==> src/rtl/gwfc_pkg.sv <==
package gwfc_pkg;

  typedef enum logic [1:0] {
    WS_IDLE = 2'd0,
    WS_RUN  = 2'd1,
    WS_DONE = 2'd2
  } win_state_t;

  // Saturating step: value plus one, held at lim.
  function automatic logic [31:0] sat_step(input logic [31:0] v, input logic [31:0] lim);
    return (v >= lim) ? lim : v + 32'd1;
  endfunction

  // True on the cycle where the window counter sits on its final value.
  function automatic logic is_last(input logic [31:0] v, input logic [31:0] len);
    return v == (len - 32'd1);
  endfunction

endpackage

==> src/rtl/gwfc_sync.sv <==
module gwfc_sync #(
  parameter int STAGES = 2
) (
  input  logic clk,
  input  logic rst_n,
  input  logic d_async,
  output logic rise
);
  logic [STAGES-1:0] chain;
  logic              last_q;

  genvar g;
  generate
    for (g = 0; g < STAGES; g++) begin : g_stage
      if (g == 0) begin : g_first
        always_ff @(posedge clk or negedge rst_n) begin
          if (!rst_n) chain[0] <= 1'b0;
          else        chain[0] <= d_async;
        end
      end else begin : g_next
        always_ff @(posedge clk or negedge rst_n) begin
          if (!rst_n) chain[g] <= 1'b0;
          else        chain[g] <= chain[g-1];
        end
      end
    end
  endgenerate

  always_ff @(posedge clk or negedge rst_n) begin
    if (!rst_n) last_q <= 1'b0;
    else        last_q <= chain[STAGES-1];
  end

  assign rise = chain[STAGES-1] & ~last_q;
endmodule

==> src/rtl/gwfc_window.sv <==
module gwfc_window
  import gwfc_pkg::*;
#(
  parameter int WIN_LEN = 3307,
  localparam int WIN_W  = $clog2(WIN_LEN + 1)
) (
  input  logic             clk,
  input  logic             rst_n,
  input  logic             preset,
  output logic             win_open,
  output logic             win_done,
  output logic [WIN_W-1:0] win_cnt
);
  win_state_t state_q;

  always_ff @(posedge clk or negedge rst_n) begin
    if (!rst_n) begin
      state_q <= WS_IDLE;
      win_cnt <= '0;
    end else if (preset) begin
      state_q <= WS_RUN;
      win_cnt <= '0;
    end else if (state_q == WS_RUN) begin
      win_cnt <= win_cnt + WIN_W'(1);
      if (is_last(32'(win_cnt), 32'(WIN_LEN))) state_q <= WS_DONE;
    end
  end

  assign win_open = (state_q == WS_RUN);
  assign win_done = (state_q == WS_DONE);
endmodule

==> src/rtl/gwfc_edge_cnt.sv <==
module gwfc_edge_cnt
  import gwfc_pkg::*;
#(
  parameter int CNT_W = 10,
  localparam int CNT_MAX = (1 << CNT_W) - 1
) (
  input  logic             clk,
  input  logic             rst_n,
  input  logic             clr,
  input  logic             inc,
  output logic [CNT_W-1:0] cnt
);
  always_ff @(posedge clk or negedge rst_n) begin
    if (!rst_n)   cnt <= '0;
    else if (clr) cnt <= '0;
    else if (inc) cnt <= CNT_W'(sat_step(32'(cnt), 32'(CNT_MAX)));
  end
endmodule

==> src/rtl/gwfc_top.sv <==
module gwfc_top #(
  parameter int WIN_LEN     = 3307,
  parameter int CNT_W       = 10,
  parameter int SYNC_STAGES = 2,
  localparam int WIN_W      = $clog2(WIN_LEN + 1)
) (
  input  logic             clk,
  input  logic             rst_n,
  input  logic             sig_async,
  input  logic             clr_req,
  input  logic             cap_req,
  output logic             clr_done,
  output logic             smp_rdy,
  output logic [CNT_W-1:0] freq_val
);
  // Named internal events, visible to the bound checker.
  logic             clr_q;
  logic             rise;
  logic             win_open;
  logic             win_done;
  logic [WIN_W-1:0] win_cnt;
  logic [CNT_W-1:0] edge_cnt;
  logic             cap_fire;

  // Clear request is registered once so a glitch cannot reach the counters.
  always_ff @(posedge clk or negedge rst_n) begin
    if (!rst_n) clr_q <= 1'b0;
    else        clr_q <= clr_req;
  end

  gwfc_sync #(.STAGES(SYNC_STAGES)) u_sync (
    .clk     (clk),
    .rst_n   (rst_n),
    .d_async (sig_async),
    .rise    (rise)
  );

  gwfc_window #(.WIN_LEN(WIN_LEN)) u_win (
    .clk      (clk),
    .rst_n    (rst_n),
    .preset   (clr_q),
    .win_open (win_open),
    .win_done (win_done),
    .win_cnt  (win_cnt)
  );

  gwfc_edge_cnt #(.CNT_W(CNT_W)) u_cnt (
    .clk   (clk),
    .rst_n (rst_n),
    .clr   (clr_q),
    .inc   (rise & win_open),
    .cnt   (edge_cnt)
  );

  assign cap_fire = cap_req & win_done & ~clr_q & ~clr_req;

  always_ff @(posedge clk or negedge rst_n) begin
    if (!rst_n) begin
      clr_done <= 1'b0;
      smp_rdy  <= 1'b0;
      freq_val <= '0;
    end else begin
      if (clr_req)    clr_done <= 1'b0;
      else if (clr_q) clr_done <= 1'b1;

      if (clr_req)       smp_rdy <= 1'b0;
      else if (cap_fire) smp_rdy <= 1'b1;

      if (cap_fire) freq_val <= edge_cnt;
    end
  end
endmodule

==> config.mk <==
export PLATFORM = sky130hd
export DESIGN_NAME = gwfc_top
export DESIGN_NICKNAME = d
export VERILOG_FILES = /design/src/rtl/gwfc_pkg.sv /design/src/rtl/gwfc_sync.sv /design/src/rtl/gwfc_window.sv /design/src/rtl/gwfc_edge_cnt.sv /design/src/rtl/gwfc_top.sv
export SDC_FILE = /design/constraint.sdc
export NUM_CORES = 1
export LEC_CHECK = 0
export BUFFER_PORTS_ARGS = -buffer_cell sky130_fd_sc_hd__clkbuf_2
export CORE_ASPECT_RATIO = 0.6
export CORE_MARGIN = 1
export CORE_UTILIZATION = 35
export CTS_CLUSTER_SIZE = 16
export DETAILED_ROUTE_END_ITERATION = 12
export PLACE_DENSITY = 0.58
export SETUP_SLACK_MARGIN = 0.3
export SLEW_MARGIN = 10
export SYNTH_ARGS = -nofsm -noshare
export SYNTH_HDL_FRONTEND = slang
export SYNTH_HIERARCHICAL = 1
export SYNTH_SLANG_ARGS = --single-unit
==> constraint.sdc <==
create_clock -name clk -period 2.16 [get_ports clk]
set_input_delay 0.216 -clock clk [delete_from_list [all_inputs] [get_ports clk]]
set_output_delay 0.216 -clock clk [all_outputs]
set_load 0.02 [all_outputs]
* Word-level counts from Yosys, hierarchy flattened
Cells that the tools add are included.
Word-level totals: input port bits 5, output and inout port bits 12, logic and storage cells 42, register bits 40
Cells by class: magnitude comparators 1, mux-type cells 12, reduce and logical (&&, ||, !) cells 6, equality and inequality tests 3, bitwise operators 8, add/subtract/negate cells 2
Operators with widths (count):
- 10-bit two-way mux | 3
- 12-bit two-way mux | 2
- 12-bit by 1-bit adder with 12-bit output (second input constant) | 1
- 12-bit equality test (second input constant) | 1
- 10-bit by 1-bit adder with 10-bit output (second input constant) | 1
- 10-bit greater-or-equal comparator (second input constant) | 1
- 2-bit nonzero test | 5
- 2-bit two-way mux | 3
- 1-bit bitwise AND | 5
- 1-bit two-way mux | 4
- 1-bit inverter | 3
- 2-bit by 1-bit equality test with 1-bit output (second input constant) | 1
- 2-bit equality test (second input constant) | 1
- 2-bit AND reduction | 1

* Depth between registers and ports, before layout
depth after elaboration 6, depth in mapped cells 9, mapped depth without buffers 6

* Hierarchy
Netlist, hierarchy kept.
Modules (own cells, without submodules):
- gwfc_window | cells an instance 80, area each 772.0 um^2, seq. area each 350.3 um^2, instances 1
- gwfc_edge_cnt | cells an instance 62, area each 593.1 um^2, seq. area each 250.2 um^2, instances 1
- gwfc_top | cells an instance 31, area each 529.3 um^2, seq. area each 325.3 um^2, instances 1
- gwfc_sync | cells an instance 4, area each 88.8 um^2, seq. area each 75.1 um^2, instances 1

* Worst setup path after synthesis
Ideal clock, no wire load.
path type reg-to-reg, start point register u_win.state_q[0], end point register u_cnt.cnt[6], clock period less this slack 1680 ps, required time 2089 ps, cell stages (with the launch flop) 10, buffers on the path 3, arrival time 1609 ps, setup time 71 ps, setup slack 480 ps, path through dfrtp_1 -> nand2b_1 -> buf_2 -> inv_1 -> and2_1 -> buf_6 -> and4_1 -> buf_2 -> a41o_1 -> nor2_1
Between the ends: longest elaborated chain between the ends 3
RTL lines:
- start: declaration | line gwfc_window.sv:14 | win_state_t state_q;
- start signal: assignment | line gwfc_window.sv:18 | state_q <= WS_IDLE;
- start signal: assignment | line gwfc_window.sv:21 | state_q <= WS_RUN;
- start signal: assignment | line gwfc_window.sv:25 | if (is_last(32'(win_cnt), 32'(WIN_LEN))) state_q <= WS_DONE;
- 2-bit by 1-bit equality test with 1-bit output | line gwfc_window.sv:29 | assign win_open = (state_q == WS_RUN);
- via win_open | line gwfc_top.sv:19 | logic win_open;
- 1-bit bitwise AND | line gwfc_top.sv:51 | .inc (rise & win_open),
- 2-bit nonzero test (no line)
- end signal: assignment | line gwfc_edge_cnt.sv:16 | else if (inc) cnt <= CNT_W'(sat_step(32'(cnt), 32'(CNT_MAX)));
- end: declaration | line gwfc_edge_cnt.sv:11 | output logic [CNT_W-1:0] cnt
The timed path passes the listed nets, and every way through them passes these cells. A chain may end at the register's enable or synchronous reset.

* Final worst setup path
start point register u_win.state_q[1], end point register u_cnt.cnt[8]
The elaborated chain is that of the path after synthesis.

==> impl_metrics.tcl <==
set metrics [dict create \
    std_cell_rows 20 \
    leakagePower_nw 0.994 \
    finalWeightedCongestion 0.786 \
    grt_pass1_wl_mm 6.76 \
    grt_max_degree 41 \
    synth_area_um2 1980 \
    path_class "reg -> reg" \
    max_stage_delay_ns 0.40 \
    r2r-start "u_win/state_q[1]" \
    ys_seq_elements 40 \
    synth_edf_count 0 \
    wl_mm 3.99 \
    ir_drop_mv 0.313 \
    cts_tree "built" \
    die_h_um 60.3 \
    grt_pass1_vias 1304 \
    vias_per_cell 5.45 \
    holdPathEnd "u_sync/chain[0]" \
    period_share 0.788 \
    wl_met2_mm 1.40 \
    avgSynthCellArea_um2 11.2 \
    syn_inst 177 \
    yosysSeqAreaShare 0.505 \
    routed-wl-met3_um 229 \
    crit_fanout 10 \
    core_um2 5260 \
    required_ns 2.34 \
    whs_ns 0.0333 \
    routedWlPerCell_um 15.2 \
    min_period_ns 1.70 \
    clk_pin_slew_ns 0.08 \
    area_growth_pct 14.1 \
    dpl.hpwl_mm 2.75 \
    final_nets 203 \
    drtIter0Drc 174 \
    num_vias 1427 \
    max-slew-margin-rel 0.749 \
    path_cells "nand2b_2 > inv_2 > and2_1 > and4_1 > a41o_1 > nor2_1" \
    timing.final.ws_setup_ns 0.458 \
    worst_slew_pin_slew_ns 0.375 \
    max_cap_viol_count 0 \
    syn_nets 185 \
    slew_violations 0 \
    htreeDepth 2 \
    diodes 0 \
    synthFlopType "dfrtp_1" \
    drc 0 \
    crit_buf_inv 1 \
    wl_met1_mm 2.34 \
    p_total_mw 1.49 \
    numCtsBuffers 5 \
    cp_top_family "simple AND/OR/NAND/NOR gates" \
    cts_sinks 40 \
    mostFrequentLayoutCells "40 x dfrtp_1, 16 x clkbuf_2, 14 x nor2_1" \
    numPortBuffers 16 \
    drive_gt1_frac 0.265 \
    min_from "sig_async" \
    crit_path_start_kind "register" \
    reg2reg_setup_slack_ns 0.46 \
    antenna_found_initial 0 \
    min_path_type "in -> reg" \
    clock_skew_ns 0.00900 \
    dp_slack_ns 0.291 \
    fp.dieW_um 99.2 \
    rsz0062_at_grt "no" \
    layout_commonest_cell "dfrtp_1" \
    yosysWarnings 6 \
    grt_remaining_overflow 0 \
    reg2reg_depth 6 \
    cp-end-kind "register" \
    arrival_ns 1.88 \
    final-setup-viol-count 0 \
    outcome "finished, final reports clean" \
    io_pins 17 \
    clk_latency_ns 0.29 \
    whs_path_depth 1 \
    timing.setup.tns_ns 0 \
    fmax_mhz 587 \
    clock-root-buffer "clkbuf_8" \
    drtPass1Iterations 4 \
    initial_core_util 0.377 \
    ys_types 44 \
    die_area_um2 5980 \
    top_layer "met4" \
    grt_usage 0.151 \
    cts_max_path_buffers 2 \
    r2r-end "u_cnt/cnt[8]" \
    postRouteAntennaNets 0 \
    finalHoldViolCount 0 \
    slowest_stage "dfrtp_1" \
    powerDensity_nw_per_um2 659 \
    synth-async-reset-ratio 1.00 \
]
[per-layer routing]
metal | vias to the layer above | GRT usage
li1 | 701 | -
met1 | 680 | 0.236
met2 | 44 | 0.198
met3 | 2 | 0.0433
met4 | 0 | 0.0378
met5 | - | 0
[cell type report]
class	count	area (um^2)
Clock buffer	6	82.6
Clock inverter	2	38.8
Fill cell	504	2990
Inverter	8	30.0
Multi-Input combinational cell	119	895
Sequential cell	40	1000
Tap cell	66	82.6
Timing Repair Buffer	21	133
[worst max path at each step]
stage                          start      endpoint  slack, ns  cells after the start
floorplan           u_win/state_q[0]  u_cnt/cnt[6]       0.48                      9
global placement    u_win/state_q[1]  u_cnt/cnt[3]       0.41                      6
detailed placement  u_win/state_q[1]  u_cnt/cnt[7]       0.29                      6
CTS                 u_win/state_q[1]  u_cnt/cnt[7]       0.34                      6
global route        u_win/state_q[1]  u_cnt/cnt[7]       0.34                      6
finish              u_win/state_q[1]  u_cnt/cnt[8]       0.46                      6
[registers in the layout, summed over array words and instances (netlist names)]
signal,flops
u_win/win_cnt,12
freq_val,10
u_cnt/cnt,10
u_sync/chain,2
u_win/state_q,2
clr_done,1
clr_q,1
smp_rdy,1
u_sync/last_q,1
[logic make-up after synthesis]
logic type | share of synthesized area
simple gates | 0.194
flops | 0.505
compound gates | 0.132
buf+inv | 0.0486
mux | 0.0927
fa+ha+maj | 0.0189
xor+xnor | 0.00883
[power by group]
part | switching [mW] | internal, mW | leakage (nW) | total, mW
Combinational | 0.0439 | 0.0275 | 0.394 | 0.0714
Clock | 0.264 | 0.378 | 0.0614 | 0.642
Sequential | 0.0159 | 0.761 | 0.539 | 0.777
Total | 0.324 | 1.17 | 0.994 | 1.49
[Yosys cell counts (2+ instances only)]
master,instances,share of area
dfrtp_1,40,0.50
nor2_1,14,0.026
a21oi_1,10,0.025
mux2_4,10,0.076
inv_1,8,0.015
a31oi_1,7,0.022
nand4_1,7,0.022
a211oi_1,5,0.019
buf_2,5,0.013
nand2_1,5,0.0095
nand3_1,4,0.010
nor2b_1,4,0.013
nor3_1,4,0.010
or4_1,4,0.015
and2_1,3,0.0095
and3_1,3,0.0095
buf_6,3,0.017
ha_1,3,0.019
mux2_2,3,0.017
nor4_1,3,0.0095
o31ai_1,3,0.011
a41o_1,2,0.010
and4_1,2,0.0088
clkbuf_1,2,0.0038
nand3b_1,2,0.0076
nand4b_1,2,0.0088
or3_1,2,0.0063
[worst reg2reg max path, cell delays in order (launching register included)]
cell and delay, ns:
dfrtp_1 0.40, nand2b_2 0.28, inv_2 0.13, and2_1 0.19, and4_1 0.35, a41o_1 0.20
nor2_1 0.04
[metrics by stage]
| stage | instances | util | area (um^2) |
|---|---|---|---|
| 2_1_floorplan | 177 | - | 1980 |
| 3_3_place_gp | 253 | 0.404 | 2120 |
| 3_5_place_dp | 253 | 0.404 | 2120 |
| 4_1_cts | 262 | 0.429 | 2260 |
| 5_1_grt | 262 | 0.430 | 2260 |
| 6_report | 262 | 0.430 | 2260 |
[repair_timing]
item / 4_1_cts / 5_1_grt
resized for setup: 1 / 3
gates cloned: 0 / 0
endpoints found under the hold margin: 40 / 0
hold buffers: 1 / 0
setup buffers: 0 / 0
endpoints found under the setup margin: 1 / 4
No activity file was read; power rests on OpenSTA's default activity.
